[config.mk]
export PLATFORM = sky130hd
export DESIGN_NAME = nand_bus_ctrl
export DESIGN_NICKNAME = d
export VERILOG_FILES = /design/src/rtl/nfc_pkg.sv /design/src/rtl/nfc_rb_sync.sv /design/src/rtl/nfc_strobe_gen.sv /design/src/rtl/nand_bus_ctrl.sv
export SDC_FILE = /design/constraint.sdc
export NUM_CORES = 1
export LEC_CHECK = 0
export ABC_AREA = 1
export CAP_MARGIN = 20
export CORE_MARGIN = 2
export CORE_UTILIZATION = 41
export CTS_CLUSTER_SIZE = 20
export DETAILED_ROUTE_END_ITERATION = 7
export HOLD_SLACK_MARGIN = 0.05
export MAX_ROUTING_LAYER = met4
export PLACE_DENSITY = 0.68
export SLEW_MARGIN = 20
export SYNTH_ARGS = -nofsm -noshare
export SYNTH_HDL_FRONTEND = slang
export SYNTH_HIERARCHICAL = 1
export SYNTH_SLANG_ARGS = --single-unit
[constraint.sdc]
create_clock -name clk -period 3.6 [get_ports clk]
set_input_delay 0.72 -clock clk [delete_from_list [all_inputs] [get_ports clk]]
set_output_delay 0.72 -clock clk [all_outputs]
set_load 0.01 [all_outputs]
[src/rtl/nfc_pkg.sv]
package nfc_pkg;

    localparam int REG_AW = 3;

    typedef enum logic [REG_AW-1:0] {
        IDX_DATA  = 3'd0,
        IDX_MODE  = 3'd1,
        IDX_STAT  = 3'd2,
        IDX_IFLAG = 3'd3,
        IDX_IMASK = 3'd4,
        IDX_PULSE = 3'd5,
        IDX_SRST  = 3'd6,
        IDX_ECC   = 3'd7
    } reg_idx_e;

    typedef struct packed {
        logic [1:0] ecc;
        logic       wren;
        logic       ce;
        logic       ale;
        logic       cle;
    } mode_t;

    localparam int MODE_W = $bits(mode_t);

    typedef enum logic [2:0] {
        ECC_OFF   = 3'd0,
        ECC_WRITE = 3'd1,
        ECC_READ  = 3'd2,
        ECC_CLEAR = 3'd3,
        ECC_IDRD  = 3'd4
    } ecc_op_e;

    typedef enum logic [1:0] {
        ST_IDLE  = 2'd0,
        ST_PULSE = 2'd1,
        ST_DONE  = 2'd2
    } strobe_st_e;

    function automatic ecc_op_e decode_ecc(mode_t m);
        ecc_op_e op;
        op = ECC_OFF;
        if (m.ecc == 2'b11)
            op = ECC_CLEAR;
        else if (m.ce) begin
            case (m.ecc)
                2'b01:   op = ECC_WRITE;
                2'b10:   op = ECC_READ;
                default: op = ECC_OFF;
            endcase
        end else if (m.ecc == 2'b10)
            op = ECC_IDRD;
        return op;
    endfunction

endpackage

[src/rtl/nfc_rb_sync.sv]
module nfc_rb_sync (
    input  logic clk,
    input  logic rst,
    input  logic rb_n_in,
    output logic ready_s,
    output logic change_p
);
    logic s1, s2, s3;

    always_ff @(posedge clk) begin
        if (rst) begin
            s1 <= 1'b1;
            s2 <= 1'b1;
            s3 <= 1'b1;
        end else begin
            s1 <= rb_n_in;
            s2 <= s1;
            s3 <= s2;
        end
    end

    assign ready_s  = s2;
    assign change_p = s2 ^ s3;
endmodule

[src/rtl/nfc_strobe_gen.sv]
module nfc_strobe_gen
    import nfc_pkg::*;
#(
    parameter int DATA_W  = 8,
    parameter int PULSE_W = 4
) (
    input  logic               clk,
    input  logic               rst,
    input  logic               start_wr,
    input  logic               start_rd,
    input  logic [PULSE_W-1:0] width,
    input  logic [DATA_W-1:0]  wdata,
    input  logic [DATA_W-1:0]  io_in,
    output logic               we_n,
    output logic               re_n,
    output logic [DATA_W-1:0]  io_out,
    output logic               io_oe,
    output logic [DATA_W-1:0]  rdata,
    output logic               done
);
    strobe_st_e         st;
    logic [PULSE_W-1:0] cnt;
    logic               is_wr;

    always_ff @(posedge clk) begin
        if (rst) begin
            st     <= ST_IDLE;
            cnt    <= '0;
            is_wr  <= 1'b0;
            we_n   <= 1'b1;
            re_n   <= 1'b1;
            io_oe  <= 1'b0;
            io_out <= '0;
            rdata  <= '0;
        end else begin
            case (st)
                ST_IDLE: begin
                    if (start_wr || start_rd) begin
                        st     <= ST_PULSE;
                        cnt    <= '0;
                        is_wr  <= start_wr;
                        we_n   <= !start_wr;
                        re_n   <= start_wr;
                        io_oe  <= start_wr;
                        io_out <= wdata;
                    end
                end
                ST_PULSE: begin
                    if (cnt == width) begin
                        st   <= ST_DONE;
                        we_n <= 1'b1;
                        re_n <= 1'b1;
                        if (!is_wr)
                            rdata <= io_in;
                    end else begin
                        cnt <= cnt + 1'b1;
                    end
                end
                default: begin
                    st    <= ST_IDLE;
                    io_oe <= 1'b0;
                end
            endcase
        end
    end

    assign done = (st == ST_DONE);
endmodule

[src/rtl/nand_bus_ctrl.sv]
module nand_bus_ctrl
    import nfc_pkg::*;
#(
    parameter int DATA_W  = 8,
    parameter int PULSE_W = 4
) (
    input  logic              clk,
    input  logic              rst,
    input  logic              bus_sel,
    input  logic              bus_wr,
    input  logic [2:0]        bus_addr,
    input  logic [DATA_W-1:0] bus_wdata,
    output logic [DATA_W-1:0] bus_rdata,
    output logic              bus_wait,
    output logic [DATA_W-1:0] nand_io_out,
    input  logic [DATA_W-1:0] nand_io_in,
    output logic              nand_io_oe,
    output logic              nand_ce_n,
    output logic              nand_cle,
    output logic              nand_ale,
    output logic              nand_we_n,
    output logic              nand_re_n,
    input  logic              nand_rb_n,
    output logic              irq,
    output logic [2:0]        ecc_op
);
    reg_idx_e           idx;
    mode_t              mode_q;
    logic               inten_q, flag_q, mask_q;
    logic [PULSE_W-1:0] pulse_q;
    logic               soft_rst, ctl_rst;
    logic               ready_s, rb_change, busy_s;
    logic               dw_hit, start_wr, start_rd, strobe_done;
    logic [DATA_W-1:0]  dw_rdata;

    assign idx      = reg_idx_e'(bus_addr);
    assign soft_rst = bus_sel && bus_wr && (idx == IDX_SRST) && bus_wdata[0];
    assign ctl_rst  = rst || soft_rst;

    nfc_rb_sync u_sync (
        .clk      (clk),
        .rst      (rst),
        .rb_n_in  (nand_rb_n),
        .ready_s  (ready_s),
        .change_p (rb_change)
    );
    assign busy_s = !ready_s;

    always_ff @(posedge clk) begin
        if (ctl_rst) begin
            mode_q  <= '0;
            inten_q <= 1'b0;
            mask_q  <= 1'b0;
            pulse_q <= '0;
        end else if (bus_sel && bus_wr) begin
            case (idx)
                IDX_MODE:  mode_q  <= mode_t'(bus_wdata[MODE_W-1:0]);
                IDX_STAT:  inten_q <= bus_wdata[1];
                IDX_IMASK: mask_q  <= bus_wdata[0];
                IDX_PULSE: pulse_q <= bus_wdata[PULSE_W-1:0];
                default: ;
            endcase
        end
    end

    always_ff @(posedge clk) begin
        if (ctl_rst)
            flag_q <= 1'b0;
        else if (rb_change)
            flag_q <= 1'b1;
        else if (bus_sel && bus_wr && (idx == IDX_IFLAG) && bus_wdata[0])
            flag_q <= 1'b0;
    end

    assign dw_hit   = bus_sel && (idx == IDX_DATA);
    assign start_wr = dw_hit && bus_wr && mode_q.wren;
    assign start_rd = dw_hit && !bus_wr;

    nfc_strobe_gen #(
        .DATA_W  (DATA_W),
        .PULSE_W (PULSE_W)
    ) u_strobe (
        .clk      (clk),
        .rst      (ctl_rst),
        .start_wr (start_wr),
        .start_rd (start_rd),
        .width    (pulse_q),
        .wdata    (bus_wdata),
        .io_in    (nand_io_in),
        .we_n     (nand_we_n),
        .re_n     (nand_re_n),
        .io_out   (nand_io_out),
        .io_oe    (nand_io_oe),
        .rdata    (dw_rdata),
        .done     (strobe_done)
    );

    assign bus_wait = (start_wr || start_rd) && !strobe_done;

    always_comb begin
        bus_rdata = '0;
        case (idx)
            IDX_DATA:  bus_rdata = dw_rdata;
            IDX_MODE:  bus_rdata[MODE_W-1:0] = mode_q;
            IDX_STAT:  bus_rdata[1:0] = {inten_q, busy_s};
            IDX_IFLAG: bus_rdata[0] = flag_q;
            IDX_IMASK: bus_rdata[0] = mask_q;
            IDX_PULSE: bus_rdata[PULSE_W-1:0] = pulse_q;
            default:   bus_rdata = '0;
        endcase
    end

    assign nand_ce_n = !mode_q.ce;
    assign nand_cle  = mode_q.cle;
    assign nand_ale  = mode_q.ale;
    assign irq       = flag_q && mask_q && inten_q;
    assign ecc_op    = decode_ecc(mode_q);
endmodule

==> impl_metrics.yaml <==
yosys:
  synth_edf_count: 0
  yosysMostFrequentCell: "nand2_1"
  synth.distinct_cells: 31
  syn_area_per_cell_um2: 7.087
  synthCells: 295
  netlist_area_um2: 2091
  syn_nets: 320
  ys_ff_latch: 42
  yosysTopAreaCellShare_pct: 40.22
  synth_area_leaders: "dfxtp_1, nand2_1, nand3_1, a21oi_1, nor2_1"
  synthFlopType: "dfxtp_1"
  synth_commonest_cells: "nand2_1, dfxtp_1, nor2_1"
  ys_async_sr_fraction_pct: 0
  yosysWarnings: 6
  ys_seq_area_share_pct: 40.22
  synth_top_area_cell: "dfxtp_1"
clocking:
  clock_path_buffers: 2
  clkTransAtPathRegs_ns: 0.08
  h-tree-depth: 2
  ctsHoldBuffers: 0
  ctsRootBufferMaster: "clkbuf_8"
  cts_setup_buffers: 0
  cts_resized: 0
  clock-sinks: 42
  cts_made_buffers: 5
  insertion_delay_ns: 0.30
  cts_tree: "done"
sta:
  finalWorstSetupSlack_ns: 0.3243
  slew_viol_final: 0
  max_clock_freq_mhz: 305.3
  finalCritPeriodShare_pct: 90.99
  finalSetupTns_ns: 0
  hold_viol_final: 0
  slew_headroom_pct: 77.47
  finalCriticalPeriod_ns: 3.276
  setup_viol: 0
  skew_ns: 0.009919
  tightest_slew_ns: 0.3376
  rsz0062_at_grt: "no"
grt:
  met3_usage_pct: 2.381
  grt_pass1_wl_um: 8114
  antenna_found_initial: 0
  grt_most_used_layer: "met2"
  grt_util_met1_pct: 26.49
  grt_max_degree: 22
  grt_util_met2_pct: 28.89
  track_usage_pct: 19.23
  grt_pass1_vias: 1777
  overflow: 0
worst_setup_path:
  timing_worst_setup_path_type: "in2out"
  arrival_ns: 2.56
  crit_path_max_fanout: 10
  crit_required_ns: 2.88
  reg2reg_slack_ns: 1.93
  critPathLaunchType: "primary input"
  end_kind: "output port"
die:
  start_util_pct: 43.40
  die_y_um: 75.41
  dieWidth_um: 75.41
  core.rowCount: 25
  dieArea_um2: 5687
  core_um2: 4817
  ios: 51
layout:
  area_growth_syn_to_layout_pct: 31.18
  finalNetCount: 372
  antenna_cells: 0
  fin_util_pct: 56.94
  drive_gt1_share_pct: 10.34
drt:
  drt-vias-per-instance: 4.725
  drt_pre_antenna_iters: 4
  dr_total_vias: 1961
  drtIter0Drc: 120
  drt-wirelength-per-cell_um: 11.62
  drcViolationCount: 0
  ant_nets: 0
  wirelength_um: 4823
power_and_ir_drop:
  p_int_uw: 669.5
  p_leak_uw: 0.001047
  fin_total_pwr_uw: 889.4
  cellPowerDensity_nw_per_um2: 324.3
  swShare_pct: 24.72
  seqPwrFrac_pct: 53.5
  combPwrFrac_pct: 10.8
  power.clock.fraction_pct: 35.7
  p_sw_uw: 219.9
  ir_drop_mv: 0.1535
outcome:
  outcome: "finished, final reports clean"
placement:
  hpwlAfterDp_um: 3612
  gp_congestion: 0.8894
  preCtsSetupSlack_ns: 0.3383
  port_buffers: 50
job:
  cap_violations: 0
hold_path:
  hp-class: "reg2reg"
==> cells in the final DEF, fill, tap and decap left out, types with 2 or more instances in the layout <==
master	count
buf_4	3
nand3_1	28
or2_1	3
nor2_1	34
inv_1	32
clkdlybuf4s50_1	50
nand2_4	4
o21ai_0	9
dfxtp_1	42
nand3_2	2
a21oi_1	27
nand2_1	66
nand2_2	2
o211ai_1	3
nor3_1	6
nor2_2	2
clkbuf_8	6
nand4_1	8
a21oi_2	2
nor2_4	3
inv_2	5
==> cells by family (layout without fill, tap and decap cells) <==
| logic type | after synthesis | count (layout) | share of synthesized area (%) |
|---|---|---|---|
| AOI/OAI and AO/OA | 43 | 43 | 11.37 |
| adders and majority gates | 1 | 1 | 0.5983 |
| buffers and inverters | 46 | 99 | 9.455 |
| and+or+nand+nor | 161 | 161 | 37.52 |
| xor gates and xnor gates | 2 | 2 | 0.8380 |
| DFF | 42 | 42 | 40.22 |
==> per-stage QoR <==
step	instance area (µm²)	instances	hold WS, ns
after floorplan	2091	295	0.3854
after global placement	2648	407	0.3878
after detailed placement	2648	407	0.3974
after CTS	2743	415	0.4169
after global routing	2743	415	0.4439
final	2743	415	0.4237
==> layer usage <==
metal / share of wire, % / up-vias
met1: 51 / 864
li1: - / 1054
met2: 44 / 37
met4: 1.7 / 0
met5: 0 / -
met3: 3.3 / 6
==> worst paths after layout <==
check	to	start	cells past startpoint
setup / recovery	bus_rdata[3]	bus_addr[1]	7
setup reg to reg	u_strobe/io_out[0]$_SDFFE_PP0P_	mode_q[3]$_SDFFE_PP0P_	7
hold / removal	u_sync/ready_s$_SDFF_PP1_	u_sync/s1$_SDFF_PP1_	1
hold reg to reg	u_sync/ready_s$_SDFF_PP1_	u_sync/s1$_SDFF_PP1_	1
==> state kept, by name, indices dropped and copies added, names as in the netlist, 2 cells and up <==
name and flops:
u_strobe/st 2, mode_q 4, pulse_q 4, u_strobe/io_out 8, u_strobe/rdata 8, u_strobe/cnt 4
==> power by group through the flow <==
| stage | Clock, µW | Combinational, µW | Sequential, µW |
|---|---|---|---|
| finish | 318 | 95.9 | 476 |
| global route | 346 | 107 | 477 |
| CTS | 326 | 96.2 | 476 |
| detailed placement | 0 | 95.7 | 487 |
| global placement | 0 | 95.6 | 486 |
| floorplan | 0 | 47.8 | 487 |
==> layout make-up <==
class,instances,area (µm²)
fillers,502,2074
clock inverters,2,12.51
well taps,67,83.83
inverters,38,147.6
multi-input cells,207,1052
clock buffers,6,82.58
repair buffers,53,523.0
flip-flops and latches,42,840.8
==> worst max-delay path, stage by stage <==
cell and delay, ns:
clkdlybuf4s50_1 0.54, nor2_4 0.32, nand2_4 0.11, inv_2 0.12
nand2_1 0.07, o211ai_1 0.10, clkdlybuf4s50_1 0.57
No activity file was read; power rests on OpenSTA's default activity.
